File: config.mk
export PLATFORM = sky130hd
export DESIGN_NAME = pwm_quad
export DESIGN_NICKNAME = d
export VERILOG_FILES = /design/src/rtl/pwm_pkg.sv /design/src/rtl/pwm_chan.sv /design/src/rtl/pwm_busctl.sv /design/src/rtl/pwm_quad.sv
export SDC_FILE = /design/constraint.sdc
export NUM_CORES = 1
export LEC_CHECK = 0
export BUFFER_PORTS_ARGS = -buffer_cell sky130_fd_sc_hd__buf_2
export CAP_MARGIN = 20
export CORE_MARGIN = 2
export CORE_UTILIZATION = 46
export DETAILED_ROUTE_END_ITERATION = 8
export SYNTH_ARGS = -nofsm -noshare
export SYNTH_HDL_FRONTEND = slang
export SYNTH_SLANG_ARGS = --single-unit
File: constraint.sdc
create_clock -name clk -period 6.8 [get_ports clk]
set_input_delay 0 -clock clk [delete_from_list [all_inputs] [get_ports clk]]
set_output_delay 0 -clock clk [all_outputs]
set_load 0.01 [all_outputs]
File: src/rtl/pwm_pkg.sv
package pwm_pkg;
  localparam int DATA_W  = 32;
  localparam int CNT_W   = 16;
  localparam int PRE_W   = 4;
  localparam int MAX_PRE = 10;
  localparam int POL_BIT = 9;

  localparam int OFS_ENA   = 'h04;
  localparam int OFS_DIS   = 'h08;
  localparam int OFS_STAT  = 'h0C;
  localparam int OFS_FLAGS = 'h1C;

  localparam int CHAN_BASE = 'h200;
  localparam int BANK_SH   = 5;
  localparam int OFS_MODE       = 'h00;
  localparam int OFS_DUTY       = 'h04;
  localparam int OFS_DUTY_UPD   = 'h08;
  localparam int OFS_PERIOD     = 'h0C;
  localparam int OFS_PERIOD_UPD = 'h10;

  typedef struct packed {
    logic enaSet;
    logic disReq;
    logic wrMode;
    logic wrDuty;
    logic wrPeriod;
    logic wrDutyUpd;
    logic wrPeriodUpd;
  } chanStrobe_t;

  typedef struct packed {
    logic             pol;
    logic [PRE_W-1:0] preSel;
    logic [CNT_W-1:0] duty;
    logic [CNT_W-1:0] period;
    logic [CNT_W-1:0] dutyUpd;
    logic [CNT_W-1:0] periodUpd;
  } chanView_t;
endpackage

File: src/rtl/pwm_chan.sv
module pwm_chan
  import pwm_pkg::*;
(
  input  logic             clk,
  input  logic             rstN,
  input  chanStrobe_t      stb,
  input  logic [CNT_W-1:0] wrVal,
  output logic             running,
  output logic             periodStart,
  output logic             pwmOut,
  output chanView_t        view
);
  logic             pol;
  logic [PRE_W-1:0] preSel, preEff;
  logic [CNT_W-1:0] dutyAct, periodAct, dutyShd, periodShd, cnt;
  logic             dutyPend, periodPend, stopReq;
  logic [MAX_PRE-1:0] preCnt, preMask;
  logic [CNT_W:0]   cntNext;
  logic             tick, atEnd;

  always_comb begin
    preEff = (preSel > PRE_W'(MAX_PRE)) ? PRE_W'(MAX_PRE) : preSel;
    for (int i = 0; i < MAX_PRE; i++) preMask[i] = (i < int'(preEff));
  end

  assign tick        = running && (preCnt == preMask);
  assign cntNext     = {1'b0, cnt} + (CNT_W+1)'(1);
  assign atEnd       = cntNext >= {1'b0, periodAct};
  assign periodStart = tick && atEnd;
  assign pwmOut      = pol ^ (running && (cnt >= dutyAct));

  always_ff @(posedge clk or negedge rstN) begin
    if (!rstN) begin
      running <= 1'b0; stopReq <= 1'b0; pol <= 1'b0; preSel <= '0;
      dutyAct <= '0; periodAct <= '0; dutyShd <= '0; periodShd <= '0;
      dutyPend <= 1'b0; periodPend <= 1'b0; cnt <= '0; preCnt <= '0;
    end else begin
      if (running) preCnt <= tick ? '0 : preCnt + 1'b1;
      if (tick) begin
        if (atEnd) begin
          cnt <= '0;
          if (dutyPend)   begin dutyAct   <= dutyShd;   dutyPend   <= 1'b0; end
          if (periodPend) begin periodAct <= periodShd; periodPend <= 1'b0; end
          if (stopReq)    begin running   <= 1'b0;      stopReq    <= 1'b0; end
        end else begin
          cnt <= cntNext[CNT_W-1:0];
        end
      end
      if (stb.enaSet && !running) begin
        running <= 1'b1; cnt <= '0; preCnt <= '0; stopReq <= 1'b0;
      end
      if (stb.disReq && running) stopReq <= 1'b1;
      if (!running) begin
        if (stb.wrMode) begin pol <= wrVal[POL_BIT]; preSel <= wrVal[PRE_W-1:0]; end
        if (stb.wrDuty)   dutyAct   <= wrVal;
        if (stb.wrPeriod) periodAct <= wrVal;
      end
      if (stb.wrDutyUpd)   begin dutyShd   <= wrVal; dutyPend   <= 1'b1; end
      if (stb.wrPeriodUpd) begin periodShd <= wrVal; periodPend <= 1'b1; end
    end
  end

  assign view = '{pol: pol, preSel: preSel, duty: dutyAct, period: periodAct,
                  dutyUpd: dutyShd, periodUpd: periodShd};

  p_cnt_in_range_r3: assert property (@(posedge clk) disable iff (!rstN)
    running && periodAct != '0 |-> cnt < periodAct);
  p_duty_held_r6: assert property (@(posedge clk) disable iff (!rstN)
    running && $past(running) && !$past(periodStart) |-> $stable(dutyAct) && $stable(periodAct));
  p_idle_level_r5: assert property (@(posedge clk) disable iff (!rstN)
    !running |-> pwmOut == pol);
  p_stop_on_wrap_r8: assert property (@(posedge clk) disable iff (!rstN)
    $fell(running) |-> $past(periodStart));
endmodule

File: src/rtl/pwm_busctl.sv
module pwm_busctl
  import pwm_pkg::*;
#(
  parameter int NUM_CH = 4,
  parameter int ADDR_W = 10
) (
  input  logic                     clk,
  input  logic                     rstN,
  input  logic                     busWrEn,
  input  logic                     busRdEn,
  input  logic [ADDR_W-1:0]        busAddr,
  input  logic [NUM_CH-1:0]        wrMask,
  input  logic [NUM_CH-1:0]        runVec,
  input  logic [NUM_CH-1:0]        startVec,
  input  chanView_t [NUM_CH-1:0]   view,
  output chanStrobe_t [NUM_CH-1:0] stb,
  output logic [DATA_W-1:0]        busRdData
);
  localparam int BANK_W  = ADDR_W - BANK_SH;
  localparam int BANK_LO = CHAN_BASE >> BANK_SH;
  localparam int CH_W    = $clog2(NUM_CH);

  logic [BANK_W-1:0]  bankOff;
  logic [BANK_SH-1:0] regOff;
  logic [CH_W-1:0]    chanSel;
  logic               inChan, isEna, isDis, rdFlags;
  logic [NUM_CH-1:0]  flags;
  logic [DATA_W-1:0]  rdMux;
  chanView_t          selView;

  assign bankOff = busAddr[ADDR_W-1:BANK_SH] - BANK_W'(BANK_LO);
  assign regOff  = busAddr[BANK_SH-1:0];
  assign chanSel = bankOff[CH_W-1:0];
  assign inChan  = (busAddr >= ADDR_W'(CHAN_BASE)) && (bankOff < BANK_W'(NUM_CH));
  assign isEna   = busAddr == ADDR_W'(OFS_ENA);
  assign isDis   = busAddr == ADDR_W'(OFS_DIS);
  assign rdFlags = busRdEn && (busAddr == ADDR_W'(OFS_FLAGS));

  for (genvar g = 0; g < NUM_CH; g++) begin : g_stb
    logic hit;
    assign hit = busWrEn && inChan && (chanSel == CH_W'(g));
    assign stb[g] = '{enaSet:      busWrEn && isEna && wrMask[g],
                      disReq:      busWrEn && isDis && wrMask[g],
                      wrMode:      hit && regOff == BANK_SH'(OFS_MODE),
                      wrDuty:      hit && regOff == BANK_SH'(OFS_DUTY),
                      wrPeriod:    hit && regOff == BANK_SH'(OFS_PERIOD),
                      wrDutyUpd:   hit && regOff == BANK_SH'(OFS_DUTY_UPD),
                      wrPeriodUpd: hit && regOff == BANK_SH'(OFS_PERIOD_UPD)};
  end

  always_comb begin
    rdMux   = '0;
    selView = view[chanSel];
    if (busAddr == ADDR_W'(OFS_STAT)) rdMux = DATA_W'(runVec);
    else if (busAddr == ADDR_W'(OFS_FLAGS)) rdMux = DATA_W'(flags);
    else if (inChan) begin
      case (regOff)
        BANK_SH'(OFS_MODE):       rdMux = (DATA_W'(selView.pol) << POL_BIT) | DATA_W'(selView.preSel);
        BANK_SH'(OFS_DUTY):       rdMux = DATA_W'(selView.duty);
        BANK_SH'(OFS_DUTY_UPD):   rdMux = DATA_W'(selView.dutyUpd);
        BANK_SH'(OFS_PERIOD):     rdMux = DATA_W'(selView.period);
        BANK_SH'(OFS_PERIOD_UPD): rdMux = DATA_W'(selView.periodUpd);
        default:                  rdMux = '0;
      endcase
    end
  end

  always_ff @(posedge clk or negedge rstN) begin
    if (!rstN) begin
      flags     <= '0;
      busRdData <= '0;
    end else begin
      flags <= (rdFlags ? '0 : flags) | startVec;
      if (busRdEn) busRdData <= rdMux;
    end
  end

  p_flags_clear_r9: assert property (@(posedge clk) disable iff (!rstN)
    $past(rdFlags) && $past(startVec) == '0 |-> flags == '0);
  p_flags_keep_r9: assert property (@(posedge clk) disable iff (!rstN)
    !rdFlags && startVec != '0 |=> (flags & $past(startVec)) == $past(startVec));
  p_rd_hold_r10: assert property (@(posedge clk) disable iff (!rstN)
    !busRdEn |=> $stable(busRdData));
endmodule

File: src/rtl/pwm_quad.sv
module pwm_quad
  import pwm_pkg::*;
#(
  parameter int NUM_CH = 4,
  parameter int ADDR_W = 10
) (
  input  logic              clk,
  input  logic              rstN,
  input  logic              busWrEn,
  input  logic              busRdEn,
  input  logic [ADDR_W-1:0] busAddr,
  input  logic [DATA_W-1:0] busWrData,
  output logic [DATA_W-1:0] busRdData,
  output logic [NUM_CH-1:0] pwmOut
);
  chanStrobe_t [NUM_CH-1:0] stb;
  chanView_t   [NUM_CH-1:0] view;
  logic [NUM_CH-1:0] runVec, startVec;
  logic unusedHiBits;

  assign unusedHiBits = ^busWrData[DATA_W-1:CNT_W];

  pwm_busctl #(.NUM_CH(NUM_CH), .ADDR_W(ADDR_W)) u_ctl (
    .clk(clk), .rstN(rstN), .busWrEn(busWrEn), .busRdEn(busRdEn),
    .busAddr(busAddr), .wrMask(busWrData[NUM_CH-1:0]), .runVec(runVec),
    .startVec(startVec), .view(view), .stb(stb), .busRdData(busRdData));

  for (genvar g = 0; g < NUM_CH; g++) begin : g_ch
    pwm_chan u_chan (
      .clk(clk), .rstN(rstN), .stb(stb[g]), .wrVal(busWrData[CNT_W-1:0]),
      .running(runVec[g]), .periodStart(startVec[g]), .pwmOut(pwmOut[g]),
      .view(view[g]));
  end
endmodule

Yosys cells after proc, flatten, opt, wreduce, memory -nomap -nowiden
Cells that the tools add are included.
Widths: inputs -> output; s select.
{"block": "totals", "ff_bits": 432, "in_bits": 46, "out_inout_bits": 36, "word_cells": 377}
{"block": "classes", "addsub": 9, "n_lt_le_gt_ge": 55, "n_eq_ne": 15, "mux": 115, "bitwise_logic": 10, "n_reduce_logical": 123}
{"op": "$mux 16", "n": 52}
{"op": "$pmux 32 s5", "n": 1}
{"op": "$bmux 69 s2", "n": 1}
{"op": "$mux 10", "n": 12}
{"op": "$mux 32", "n": 3}
{"op": "$mux 69", "n": 1}
{"op": "$add 16x1->17 const B", "n": 4}
{"op": "$ge 17x16->1", "n": 4}
{"op": "$ge 16x16->1", "n": 4}
{"op": "$lt 3x4->1 const A", "n": 16}
{"op": "$reduce_bool 2->1", "n": 32}
{"op": "$logic_and 1x1->1", "n": 57}
{"op": "$add 10x1->10 const B", "n": 4}
{"op": "$eq 10x10->1", "n": 4}
{"op": "$mux 1", "n": 40}
{"op": "$lt 1x4->1 const A", "n": 8}
{"op": "$lt 2x4->1 const A", "n": 8}
{"op": "$lt 4x4->1 const A", "n": 8}
{"op": "$reduce_and 2->1", "n": 16}
{"op": "$reduce_bool 3->1", "n": 8}
{"op": "$eq 10x4->1 const B", "n": 2}
{"op": "$mux 4", "n": 5}
{"op": "$gt 4x4->1 const B", "n": 4}
{"op": "$reduce_and 3->1", "n": 4}
{"op": "18 further kinds", "n": 29}

Depth between registers and ports, before layout
Gate-level depths: netlist of run 1.
{"block": "depth", "depth_word": 8, "depth_mapped": 16, "depth_no_buf": 14}

Hierarchy
A second synthesis of run 1 with hierarchy kept.
{"block": "hier_totals", "cells_unflattened": 2562, "hier_area_um2": 25974.9}
{"module": "pwm_chan at g_ch[0].u_chan ...", "instances": 2, "cells_each": 564, "area_per_inst_um2": 5631.7, "seq_area_each_um2": 2477.4}
{"module": "pwm_chan at g_ch[3].u_chan", "instances": 1, "cells_each": 593, "area_per_inst_um2": 5888.1, "seq_area_each_um2": 2477.4}
{"module": "pwm_chan at g_ch[1].u_chan", "instances": 1, "cells_each": 546, "area_per_inst_um2": 5542.8, "seq_area_each_um2": 2477.4}
{"module": "pwm_busctl", "instances": 1, "cells_each": 295, "area_per_inst_um2": 3280.6, "seq_area_each_um2": 500.5}

Least setup slack after synthesis of run 1
OpenSTA, ideal clock, no wires.
{"block": "synth_path", "path_type": "reg2reg", "startpoint": "register g_ch[3].u_chan.cnt[0]", "endpoint": "register g_ch[3].u_chan.dutyAct[10]", "setup_ns": 0.137, "t_arrival_ns": 3.663, "t_required_ns": 6.663, "path_slack_ns": 3.000, "path_stages_with_launch": 17, "n_path_buf": 3, "period_less_slack_ns": 3.800, "cell_sequence": "dfrtp_1 ha_1 and3_1 and3_1 clkbuf_1 nand3_1 xnor2_1 ha_1 and4_1 o21ai_0 nor4_1 a221o_1 buf_1 o311ai_4 buf_2 mux2i_1 a21oi_1"}
{"block": "synth_via", "elab_chain_len": 6}
{"item": "start, declared", "line": "pwm_chan.sv:15", "rtl": "logic [CNT_W-1:0] dutyAct, periodAct, dutyShd, periodShd, cnt;"}
{"item": "start signal, assigned", "line": "pwm_chan.sv:46", "rtl": "cnt <= cntNext[CNT_W-1:0];"}
{"item": "$add 16x1->17 (*)", "line": "pwm_chan.sv:27", "rtl": "assign cntNext = {1'b0, cnt} + (CNT_W+1)'(1);"}
{"item": "$ge 17x16->1 (*)", "line": "pwm_chan.sv:28", "rtl": "assign atEnd = cntNext >= {1'b0, periodAct};"}
{"item": "$mux 16 (*)", "line": "pwm_chan.sv:40", "rtl": "if (atEnd) begin"}
{"item": "$mux 16 (*)", "line": "pwm_chan.sv:39", "rtl": "if (tick) begin"}
{"item": "$mux 16", "line": "pwm_chan.sv:55", "rtl": "if (stb.wrDuty) dutyAct <= wrVal;"}
{"item": "$mux 16 (*)", "line": "pwm_chan.sv:53", "rtl": "if (!running) begin"}
{"item": "end signal, assigned", "line": "pwm_chan.sv:55"}
{"item": "end, declared", "line": "pwm_chan.sv:15"}
Mark *: on every way between the ends. The rest lies on a longest branch, timed or not.
A chain may end at the register's enable or synchronous reset.

Worst setup path in the final report of run 1
{"block": "layout_path", "startpoint": "register g_ch[0].u_chan.cnt[2]", "endpoint": "register g_ch[0].u_chan.dutyAct[3]"}
{"block": "layout_via", "elab_chain_len": 6}
{"item": "start, declared", "line": "pwm_chan.sv:15"}
{"item": "start signal, assigned", "line": "pwm_chan.sv:46"}
{"item": "$add 16x1->17 (*)", "line": "pwm_chan.sv:27"}
{"item": "$ge 17x16->1 (*)", "line": "pwm_chan.sv:28"}
{"item": "$mux 16 (*)", "line": "pwm_chan.sv:40"}
{"item": "$mux 16 (*)", "line": "pwm_chan.sv:39"}
{"item": "$mux 16", "line": "pwm_chan.sv:55"}
{"item": "$mux 16 (*)", "line": "pwm_chan.sv:53"}
{"item": "end signal, assigned", "line": "pwm_chan.sv:55"}
{"item": "end, declared", "line": "pwm_chan.sv:15"}
Marked as above.

==> impl.org, run 1 <==
** Min path
- The min-delay analysis places its worst path in the category in -> reg.
- The worst hold path was traced through 5 stages.

** Worst setup path
- The worst setup path is captured at a flop.
- Register-to-Register Path Depth :: 13
- STA puts the critical path data arrival time at 5.15 ns.
- CP max stage cell :: nand3_1
- Startpoint kind of the worst setup timing path :: flop
- At the worst endpoint, the required time is 7.22 ns.
- Crit Path Max Fanout :: 16
- Most prevalent standard cell on the critical path :: nand3_1
- List of cells traversed by the critical path :: nand3_1, nor3_1, nand2_1, or3_1, xnor2_1, ha_1, nand3_1, nor3_1, o2111ai_1, nand3_2, nand3_1, nand3_1, o211ai_1
- Delay of the slowest critical-path stage :: 0.88 ns
- Number of buffer and inverter stages on the critical path :: 0
- WP depth :: 13
- Worst setup path class :: reg -> reg
- CP top delay family :: simple AND/OR/NAND/NOR gates

** Layout
- Layout cell share with drive strength beyond 1 :: 16.4%
- Number of nets at the end of the flow :: 2734
- Utilization after layout :: 51.5%
- Layout-stage area growth over the synthesis result :: 11.1%
- The finished cells cover 0.0283 mm^2.
- The filler cells instantiated in the layout total 4936.

** Status
- The run finished with clean final reports.

** Route
- The routed layout has 20100 vias.
- The first routing iteration left 2073 violations.
- Total wirelength of the detailed-routed design :: 80200 um
- Routed wire per std cell :: 24.3 um
- After detailed routing, the number of vias per cell comes to 6.11.
- Post-route DRC violation count :: 0
- Count of antenna-violating nets left after detailed routing :: 0
- Router iterations before antenna repair :: 6

** Run
- Maximum capacitance violations :: 0

** Timing
- At the pin with the least slew margin, the transition time is 1.16 ns.
- The max-slew violation count was 0.
- Setup repair after global routing missed its margin :: false
- The worst path uses 69.7% of the clock period.
- Max Clk Rate :: 0.211 GHz
- Tmin final :: 4.74 ns
- Setup total negative slack on the finished layout was measured at 0 ns.
- # setup viols final :: 0
- The final-report hold violation count was 0.
- Worst slew slack as a fraction of its limit :: 22.2%
- Worst hold slack :: 0.0587 ns
- Worst Skew :: 0.0137 ns

** Yosys
- The cell area that synthesis handed to floorplanning was 0.0254 mm^2.
- Synthesis Warnings :: 0
- Number of synthesized flops with an enable pin :: 0
- Post-synth cell types :: 87
- Most area-hungry cell type in the Yosys netlist :: dfrtp_1
- Flops & latches, synth :: 416
- Portion of synthesized cell area occupied by the leading cell type :: 40.9%
- By area the synthesized netlist is led by dfrtp_1 41%, ha_1 6.7%, mux2_2 6.6%, mux4_2 6.1%, mux2i_1 4.4%.
- The cell count after synthesis came out at 2539.
- After synthesis, the mean cell area works out to 10.0 um^2.
- In the synthesized netlist the dominant register cell turns out to be dfrtp_1.
- Async set-or-reset flop fraction in the synthesized netlist :: 100%
- Sequential elements use 40.9% of the synthesized area.

** Global route
- Entering global routing, the biggest net connects 159 pins.
- Global router's overall resource usage :: 28.4%
- For this run the aggregate overflow at the end of global routing stands at 0.
- The number of antenna violations at the first check in global routing was 4.
- The via count of the first global-routing pass came to 19400.
- The first global-routing pass estimated 122000 um of wire.

** Placed design
- Detailed placement ended at an HPWL of 55700 um.
- Once placement finished, the instance area stood at 0.0262 mm^2.
- Global placement routability congestion :: 0.924
- Buffers placed on the I/O ports in this run total 49.

** Floorplan
- Width of the die :: 239 um
- The total area inside the core boundary comes to 0.0549 mm^2.
- Die H :: 239 um
- Std-Cell Rows :: 86
- The initial utilization of the core area, before any placement, comes to 46.3%.
- The die covers 0.0572 mm^2.
- During I/O placement, the number of pins put on the boundary was 82.

** CTS
- Skew-Pair Late Insertion Delay :: 0.60 ns
- Clock net sink count :: 416
- The number of gates resized after CTS was 0.
- TritonCTS built the clock tree.
- The root buffer cell chosen for the clock tree is clkbuf_16.
- Post-CTS Setup Inserts :: 0
- Counting the buffers created by CTS gives 49.
- Clock input transition at the sequential cells of the worst setup and hold paths :: 0.06 ns
- The clock passes through at most 3 buffers.
- The H-tree was split into 2 levels.

** Power
- For this design the ratio of total power to cell area is 212 mW/mm^2.
- Max VDD drop :: 0.000192 V
- Leakage power total :: 0.0141 uW
==> layer usage <==
layer / wire length, um / part of all wire [%] / GRT usage (%) / vias up
met4: 4750 / 5.9 / 14.5 / 4
li1: - / - / - / 9117
met2: 35200 / 44 / 43.2 / 747
met5: 24 / 0.030 / 0 / -
met3: 5260 / 6.6 / 4.36 / 213
met1: 34900 / 44 / 39.4 / 10000
==> cells in the final DEF, fill, tap and decap left out, drive strengths merged, types with 12 or more instances in the layout <==
master,n
a21o,53
xor2,49
nor2,210
nor3,37
dfrtp,416
mux2i,112
buf,81
mux4,69
a21oi,165
xnor2,47
o21ai,79
a221oi,12
clkinv,13
nor4,24
and3,22
o211ai,40
clkbuf,69
ha,136
mux2,149
a22oi,25
o22ai,20
or3,18
and2,15
nand4,38
conb,16
nand2,220
inv,160
nand2b,20
dlygate4sd3,27
nand3,100
==> state kept, by name, indices dropped and copies added, names as in the netlist <==
| name | count |
|---|---|
| g_ch.u_chan.cnt | 64 |
| g_ch.u_chan.dutyAct | 64 |
| g_ch.u_chan.dutyPend | 4 |
| g_ch.u_chan.dutyShd | 64 |
| g_ch.u_chan.periodAct | 64 |
| g_ch.u_chan.periodPend | 4 |
| g_ch.u_chan.periodShd | 64 |
| g_ch.u_chan.pol | 4 |
| g_ch.u_chan.preCnt | 40 |
| g_ch.u_chan.preSel | 16 |
| g_ch.u_chan.running | 4 |
| g_ch.u_chan.stopReq | 4 |
| u_ctl.busRdData | 16 |
| u_ctl.flags | 4 |
==> cell families after synthesis <==
logic type	share of synthesized area [%]
compound gates	11.9
xor+xnor	3.31
fa+ha+maj	6.69
buf+inv	5.28
flops	40.9
mux	17.1
other cells	0.0147
simple gates	14.7
==> cells in the mapped netlist, drive strengths merged, types with 4 or more instances <==
master and instances:
dfrtp 416, nand2 220, nor2 210, a21oi 165, inv 159, mux2 149
ha 136, mux2i 112, clkbuf 102, nand3 100, o21ai 79, mux4 69
buf 61, a21o 53, xor2 49, xnor2 47, o211ai 40, nand4 38
nor3 37, a22oi 25, nor4 24, and3 22, nand2b 20, o22ai 20
or3 18, and2 15, a221oi 12, nor2b 11, nor3b 10, a22o 8
or4 8, a211oi 7, and4 7, or2 7, a2111oi 5, a31oi 5
nand3b 5, a21bo 4, a21boi 4, and3b 4, nand4b 4, o311ai 4
o31ai 4
==> path summary, 6_finish.rpt <==
check                                                    from                                     to  slack (ns)
setup / recovery            g_ch[0].u_chan.cnt[2]$_DFFE_PN0P_    g_ch[0].u_chan.dutyAct[3]$_DFF_PN0_        2.06
hold / removal                                     busAddr[9]     g_ch[2].u_chan.stopReq$_DFFE_PN0P_        0.06
setup reg to reg            g_ch[0].u_chan.cnt[2]$_DFFE_PN0P_    g_ch[0].u_chan.dutyAct[3]$_DFF_PN0_        2.06
hold reg to reg            g_ch[3].u_chan.stopReq$_DFFE_PN0P_     g_ch[3].u_chan.running$_DFFE_PN0P_        0.47
max in group asynchronous                                rstN  g_ch[1].u_chan.dutyShd[4]$_DFFE_PN0P_        5.21
min in group asynchronous                                rstN   g_ch[2].u_chan.preCnt[5]$_DFFE_PN0P_        0.07
==> area by class of cell <==
| cell class | instances | area [um^2] | area share, % |
|---|---|---|---|
| Multi-Input combinational cell | 1816 | 13800 | 48.7 |
| Sequential cell | 416 | 10400 | 36.8 |
| Clock buffer | 67 | 1460 | 5.15 |
| Tap cell | 704 | 881 | 3.12 |
| Timing Repair Buffer | 110 | 806 | 2.85 |
| Inverter | 159 | 597 | 2.11 |
| Clock inverter | 24 | 333 | 1.18 |
| Antenna cell | 1 | 2.50 | 0.00886 |
==> worst reg2reg max path, cell delays in order, from the launching register on <==
cell and delay, ns:
dfrtp_1 0.48, nand3_1 0.18, nor3_1 0.50, nand2_1 0.16
or3_1 0.42, xnor2_1 0.15, ha_1 0.32, nand3_1 0.08
nor3_1 0.37, o2111ai_1 0.22, nand3_2 0.27, nand3_1 0.89
nand3_1 0.37, o211ai_1 0.14
==> stage by stage <==
step	std cells	setup WS, ns	power [uW]
global route	3296	1.77	6200
detailed placement	3174	2.23	3110
CTS	3292	2.19	6040
finish	3297	2.06	5990
floorplan	2554	3.00	2930
global placement	3174	2.33	3090
==> where the power goes <==
part           leakage [uW]  internal [uW]  switching, uW
combinational       0.00805            185            276
sequential          0.00515           2530           87.4
clock              0.000888           1800           1110
total                0.0141           4520           1470
==> repair_timing <==
item | CTS | global route
endpoints found under the setup margin | 0 | 0
hold buffers | 27 | 0
hold endpoints to repair | 355 | 0
No activity file was read; power rests on OpenSTA's default activity.
==> inputs of run 2 (changes only) <==
- clock period: 6.8 -> 4.4 ns (I/O delays scaled with it)
==> impl.org, run 2 (synthesized netlist as in run 1, its figures left out) <==
** Status
- Run status :: completed

** CTS
- The tree built by TritonCTS fans out to 416 sinks.
- For the worst-skew pair, the clock arrives at the later sink with an insertion delay of 0.62 ns.
- Clock-pin slew was measured on the worst setup and hold paths at 0.06 ns.
- Post-CTS Setup Inserts :: 0
- The longest clock path from root to sink contains 3 buffers.
- Cell at the root of the clock tree :: clkbuf_16
- Clock buffers created by TritonCTS :: 49
- Clock H-tree levels :: 2
- TritonCTS built the clock tree.

** Timing
- Tmin final :: 4.15 ns
- Measured against its own limit, the worst slew margin works out to 32.2%.
- The max-slew violation count is 0.
- After layout, the worst path uses 94.4% of the clock period.
- The final-report hold violation count was 0.
- # setup viols final :: 0
- Setup repair after global routing missed its margin :: false
- Across the routed clock network, the largest skew measured is 0.0236 ns.
- Final setup TNS :: 0 ns
- The worst path meets setup with 0.247 ns of slack.
- Measured slew at the worst slew-check pin :: 1.02 ns
- Max Clk Rate :: 0.241 GHz

** Layout
- Utilization after layout :: 51.9%
- Filler cell count in the final layout :: 4935
- Storage element area :: 0.0104 mm^2
- Finished Layout Cells :: 3319
- The repair_antennas step left the layout with diodes totalling 0.
- Multi-input gate area in the final layout :: 0.0138 mm^2
- Leading cell types in the layout, fill and taps excluded :: 416 x dfrtp_1, 220 x nand2_1, 204 x nor2_1, 165 x a21oi_1, 159 x inv_1
- Cells with a size suffix above 1 make up 17.1% of the layout.
- From synthesis to final layout, the design area changed by 12.0%.
- Leaving out fill and tap cells, the most frequent cell in the layout is dfrtp_1.
- Number of nets at the end of the flow :: 2758

** Route
- For this run, design rule violations remaining after detail routing come to 0.
- The detail route stage leaves a number of antenna-violating nets equal to 0.
- For this block, the via count after detailed routing is 20300.
- After detailed routing, the average wire length per cell comes to 24.4 um.
- For this block, the routed nets add up to 81100 um of wire.
- Vias per cell :: 6.12
- Router iterations before antenna repair :: 8
- Drt first-iter violations :: 2054

** Power
- Switching power as a share of total power :: 25.3%
- Clock share of power :: 48.1%
- Internal power comes to 6870 uW.
- IR analysis of the VDD net gives a maximum drop of 0.000276 V.
- In this run the static leakage power is 0.0142 uW.
- For this design the total switching power over the nets is 2320 uW.
- Pwr dens :: 323 mW/mm^2
- Combinational logic burns 7.9% of the power.
- Sequential cell fraction of total power :: 44.0%

** Min path
- Hold WC Path Type :: in -> async

** Global route
- Antenna violations before repair :: 1
- The via count of the first global-routing pass came to 19700.
- Entering global routing, the biggest net connects 133 pins.
- Global router's overall resource usage :: 28.8%
- The first global-routing pass estimated 124000 um of wire.
- Overall overflow remaining after global route :: 0

** Worst setup path
- Reg2Reg Setup Slack :: 0.25 ns
- Arrival time worst endpoint :: 4.66 ns
- The worst setup path is launched from a flop.
- The startpoint identified for the worst register-to-register timing path is g_ch[0].u_chan.cnt[0]$_DFFE_PN0P_.
- CP top delay family :: simple AND/OR/NAND/NOR gates
- The largest single stage delay on the critical path is 0.45 ns.
- The worst setup path is captured at a flop.
- CP max stage cell :: dfrtp_1
- Crit Path Max Fanout :: 7
- Required time of the critical path :: 4.91 ns
- Walking the worst path, the cells encountered are ha_1, and4_1, nand4_1, nor2_1, xor2_1, ha_1, a21oi_1, o21ai_0, a221oi_1, nand3_2, buf_4, nor2_1, nand2_1, o31ai_1.
- For the worst flop-to-flop path, the logic depth is 14.
- Number of buffer and inverter stages on the critical path :: 1
- In this run the critical register-to-register path is captured at g_ch[0].u_chan.cnt[8]$_DFFE_PN0P_.
- Worst setup path class :: reg -> reg

** Floorplan
- The initial utilization of the core area, before any placement, comes to 46.3%.
- The region available for standard cell placement spans 0.0549 mm^2.
- In this run the vertical extent of the chip is 239 um.
- For this design the top-level I/O count stands at 82.
- Std-Cell Rows :: 86
- Width of the die :: 239 um
- Die area :: 0.0572 mm^2

** Placed design
- Port Buffer Count :: 49
- Global placement routability congestion :: 0.898
- Number of cells in the design after placement :: 3201
- OpenSTA, run right after detailed placement, puts the worst setup slack at 0.286 ns.
- Summed over all nets, the half-perimeter wirelength after detailed placement is 56900 um.

** Run
- Maximum capacitance violations :: 0
-- run 2: cell types whose count changed in the layout (fill, tap and decap cells not counted), sizes merged --
cell | before | now
buf | 81 | 108
clkbuf | 69 | 64
inv | 160 | 163
clkinv | 13 | 12
diode | 1 | 0
dlygate4sd3 | 27 | 26
-- run 2: metrics by stage --
stage               cell area (um^2)  hold slack [ns]  power [uW]
floorplan                      25500           -0.296        4540
global placement               26400           0.0154        4790
detailed placement             26400           0.0195        4810
CTS                            28500           0.0347        9250
global route                   28500           0.0723        9500
finish                         28500           0.0455        9190
-- run 2: how the worst max path moves through the flow --
stage,endpoint,cells after the start,start
after floorplan,g_ch[3].u_chan.dutyAct[10]$_DFF_PN0_,16,g_ch[3].u_chan.cnt[0]$_DFFE_PN0P_
after global placement,g_ch[2].u_chan.cnt[7]$_DFFE_PN0P_,14,g_ch[2].u_chan.cnt[1]$_DFFE_PN0P_
after detailed placement,g_ch[2].u_chan.cnt[10]$_DFFE_PN0P_,14,g_ch[2].u_chan.cnt[1]$_DFFE_PN0P_
after CTS,g_ch[2].u_chan.cnt[10]$_DFFE_PN0P_,14,g_ch[2].u_chan.cnt[1]$_DFFE_PN0P_
after global routing,g_ch[0].u_chan.cnt[8]$_DFFE_PN0P_,14,g_ch[0].u_chan.cnt[0]$_DFFE_PN0P_
final,g_ch[0].u_chan.cnt[8]$_DFFE_PN0P_,14,g_ch[0].u_chan.cnt[0]$_DFFE_PN0P_
-- run 2: what timing repair did --
action,CTS,global route
endpoints found under the setup margin,0,13
hold buffers,27,0
hold endpoints to repair,407,0
gates resized for setup,0,3
-- run 2: area by class of cell --
| cell class | count | area share, % |
|---|---|---|
| clock buffer | 64 | 4.79 |
| multi-input combinational | 1816 | 48.4 |
| inverter | 159 | 2.10 |
| clock inverter | 26 | 1.30 |
| sequential | 416 | 36.6 |
| tap | 704 | 3.09 |
| timing repair buffer | 134 | 3.81 |
-- run 2: worst reg2reg max path, cell delays in order (launching register included) --
cell and delay (ns):
dfrtp_1 0.45, ha_1 0.30, and4_1 0.28, nand4_1 0.30, nor2_1 0.21, xor2_1 0.22
ha_1 0.28, a21oi_1 0.20, o21ai_0 0.13, a221oi_1 0.45, nand3_2 0.28, buf_4 0.24
nor2_1 0.27, nand2_1 0.18, o31ai_1 0.26
-- run 2: power by group through the flow --
stage	clock network, uW	logic (uW)	registers (uW)
after detailed placement	0	695	4110
after floorplan	0	485	4050
after CTS	4480	721	4040
final	4420	721	4050
after global routing	4640	810	4060
after global placement	0	677	4110
-- run 2: metal layers --
layer | global-route usage (%) | vias up | share of wire (%)
met5 | 0 | - | 0.016
met4 | 12.4 | 2 | 4.7
met3 | 4.25 | 173 | 6.5
met2 | 45.4 | 786 | 46
met1 | 39.8 | 10200 | 43
li1 | - | 9185 | -
==> inputs of run 3 (changes only) <==
- RECOVER_POWER: default -> 50
==> impl.org, run 3 (synthesized netlist as in run 1, its figures left out) <==
** Route
- Across all layers, the routed design uses 20300 vias.
- Drt first-iter violations :: 2026
- Before antenna repair, the detailed router went through 6 iterations.
- Count of antenna-violating nets left after detailed routing :: 0
- The routed design has 81100 um of wire.
- Vias per cell :: 6.11
- Routed wire per std cell :: 24.4 um
- Post-route DRC violation count :: 0

** Timing
- Setup repair after global routing missed its margin :: false
- Setup total negative slack on the finished layout was measured at 0 ns.
- Setup violations remaining at the end of the flow were counted as 0.
- Measured slew at the worst slew-check pin :: 3.78 ns
- Tmin final :: 4.18 ns
- The final-report hold violation count was 0.
- Max Clk Rate :: 0.239 GHz
- Worst slew slack as a fraction of its limit :: -152%
- Setup slack closes at 0.216 ns.
- Clock skew on the completed layout was measured at 0.0228 ns.
- Final worst-path cycle share :: 95.1%
- The max-slew violation count is 420.

** CTS
- Clock latency on the worst-skew pair, taken at its later pin, is 0.62 ns.
- TritonCTS built the clock tree.
- Clock net sink count :: 416
- The clock passes through at most 3 buffers.
- Clock H-tree levels :: 2
- Clock buffers created by TritonCTS :: 49
- After clock tree synthesis, the clock-pin slew on the worst setup and hold paths is 0.06 ns.
- Clock tree synthesis selected as its root buffer the cell clkbuf_16.
- After clock tree synthesis, the setup repair step added 0 buffers.

** Power
- Leakage power total :: 0.0141 uW
- In this run switching power makes up 25.2% of total power.
- VDD sags by at most 0.000277 V.
- Logic pwr share :: 7.8%
- Dividing total power by cell area gives a power density of 323 mW/mm^2.
- Of the total power, the clock network draws 48.1%.
- Psw :: 2310 uW
- Sequential cells burn 44.1% of the power.
- The completed layout was analyzed and its total power is 9170 uW.
- Internal power comes to 6860 uW.

** Floorplan
- Die area :: 0.0572 mm^2
- The initialized floorplan defines 86 standard-cell rows.
- In this run the horizontal extent of the chip is 239 um.
- Die H :: 239 um
- Starting density of the core :: 46.3%
- Core area :: 0.0549 mm^2
- Pin placement for this block handled 82 I/O pins.

** Worst setup path
- The worst setup path is captured at a flop.
- Arrival time worst endpoint :: 4.69 ns
- Along the worst path, the maximum fanout reaches 7.
- Worst setup path class :: reg -> reg
- STA puts the critical path data required time at 4.91 ns.
- Reg2Reg Setup Slack :: 0.22 ns
- The worst setup path is launched from a flop.

** Layout
- Cell area after layout :: 0.0284 mm^2
- In the layout the commonest cells are 416 x dfrtp_1, 220 x nand2_1, 204 x nor2_1, 165 x a21oi_1, 159 x inv_1.
- Counting the fill cells in the layout gives 4945.
- The post-route netlist has 16.7% of its cells at a drive strength greater than 1.
- The finished layout holds 3320 standard cells, fillers aside.
- Relative to the synthesized area, the layout overhead comes to 11.6%.
- Multi-input gate area in the final layout :: 0.0138 mm^2
- Commonest non-fill, non-tap cell in the layout :: dfrtp_1
- Across the whole layout, storage elements account for 0.0104 mm^2.
- Number of nets at the end of the flow :: 2758

** Global route
- The via count of the first global-routing pass is 19700.
- Across every metal layer, demand over resource in global routing totals 28.8%.
- Largest net degree at the start of global routing :: 133
- The first global-routing pass estimated 124000 um of wire.
- The number of antenna violations at the first check in global routing is 1.
- Overall overflow remaining after global route :: 0

** Min path
- Hold WC Path Type :: in -> reg

** Placed design
- Input and output buffers added on the ports amount to 49.
- Placement Setup Slack :: 0.286 ns
- Number of cells in the design after placement :: 3201
- The congestion estimate from routability-driven global placement came to 0.898.
- The placed instances occupy a cell area of 0.0264 mm^2.
- DP Wirelength :: 56900 um

** Run
- Maximum capacitance violations :: 4

** Status
- Failing checks :: capacitance limit, slew limit
- The run finished, with violations left.
-- run 3: cell types whose count changed in the layout (fill, tap and decap cells not counted), sizes merged --
cell | previous run | this run
clkbuf | 64 | 78
buf | 108 | 94
diode | 0 | 1
-- run 3: layout make-up --
type,instances,share of cell area (%)
antenna,1,0.00881
clock buffer,64,4.80
clock inverter,26,1.30
inverter,159,2.10
multi-input combinational,1816,48.5
sequential,416,36.7
tap,704,3.10
timing repair buffer,134,3.53
-- run 3: worst paths after layout --
check | start | end | depth (start not counted)
worst min register to register | g_ch[1].u_chan.stopReq$_DFFE_PN0P_ | g_ch[1].u_chan.running$_DFFE_PN0P_ | 1
worst max register to register | g_ch[0].u_chan.cnt[0]$_DFFE_PN0P_ | g_ch[0].u_chan.cnt[8]$_DFFE_PN0P_ | 14
worst max-delay path | g_ch[0].u_chan.cnt[0]$_DFFE_PN0P_ | g_ch[0].u_chan.cnt[8]$_DFFE_PN0P_ | 14
min in group asynchronous | rstN | g_ch[0].u_chan.cnt[9]$_DFFE_PN0P_ | 3
max in group asynchronous | rstN | g_ch[1].u_chan.dutyAct[4]$_DFF_PN0_ | 3
worst min-delay path | busAddr[7] | g_ch[0].u_chan.stopReq$_DFFE_PN0P_ | 4
-- run 3: timing repair --
| action | 4_1_cts | 5_1_grt |
|---|---|---|
| hold buffers | 27 | 0 |
| endpoints found under the hold margin | 407 | 0 |
| setup endpoints to repair | 0 | 13 |
| gates resized for setup | 0 | 3 |
-- run 3: critical path, stage by stage (launching register included) --
cell and delay [ns]:
dfrtp_1 0.45, ha_1 0.30, and4_1 0.27, nand4_1 0.31, nor2_1 0.21, xor2_1 0.22
ha_1 0.28, a21oi_1 0.20, o21ai_0 0.13, a221oi_1 0.46, nand3_2 0.29, buf_4 0.24
nor2_1 0.26, nand2_1 0.19, o31ai_1 0.26
-- run 3: per-layer routing --
metal / vias to the layer above / share of wire (%) / global-route usage, %
li1: 9169 / - / -
met1: 10100 / 43 / 39.8
met2: 815 / 45 / 45.4
met3: 175 / 6.5 / 4.25
met4: 2 / 4.9 / 12.4
met5: - / 0.016 / 0
-- run 3: stage by stage --
step | utilization [%] | hold WS (ns)
final | 51.7 | 0.0758
after floorplan | - | -0.296
after global routing | 51.7 | 0.0775
after CTS | 51.8 | 0.0347
after detailed placement | 48.2 | 0.0195
after global placement | 48.2 | 0.0154
-- run 3: power groups by stage --
stage	registers [uW]	clock network (uW)	logic, uW
after floorplan	4050	0	485
final	4050	4410	711
after global placement	4110	0	677
after CTS	4040	4480	721
after global routing	4060	4640	801
after detailed placement	4110	0	695
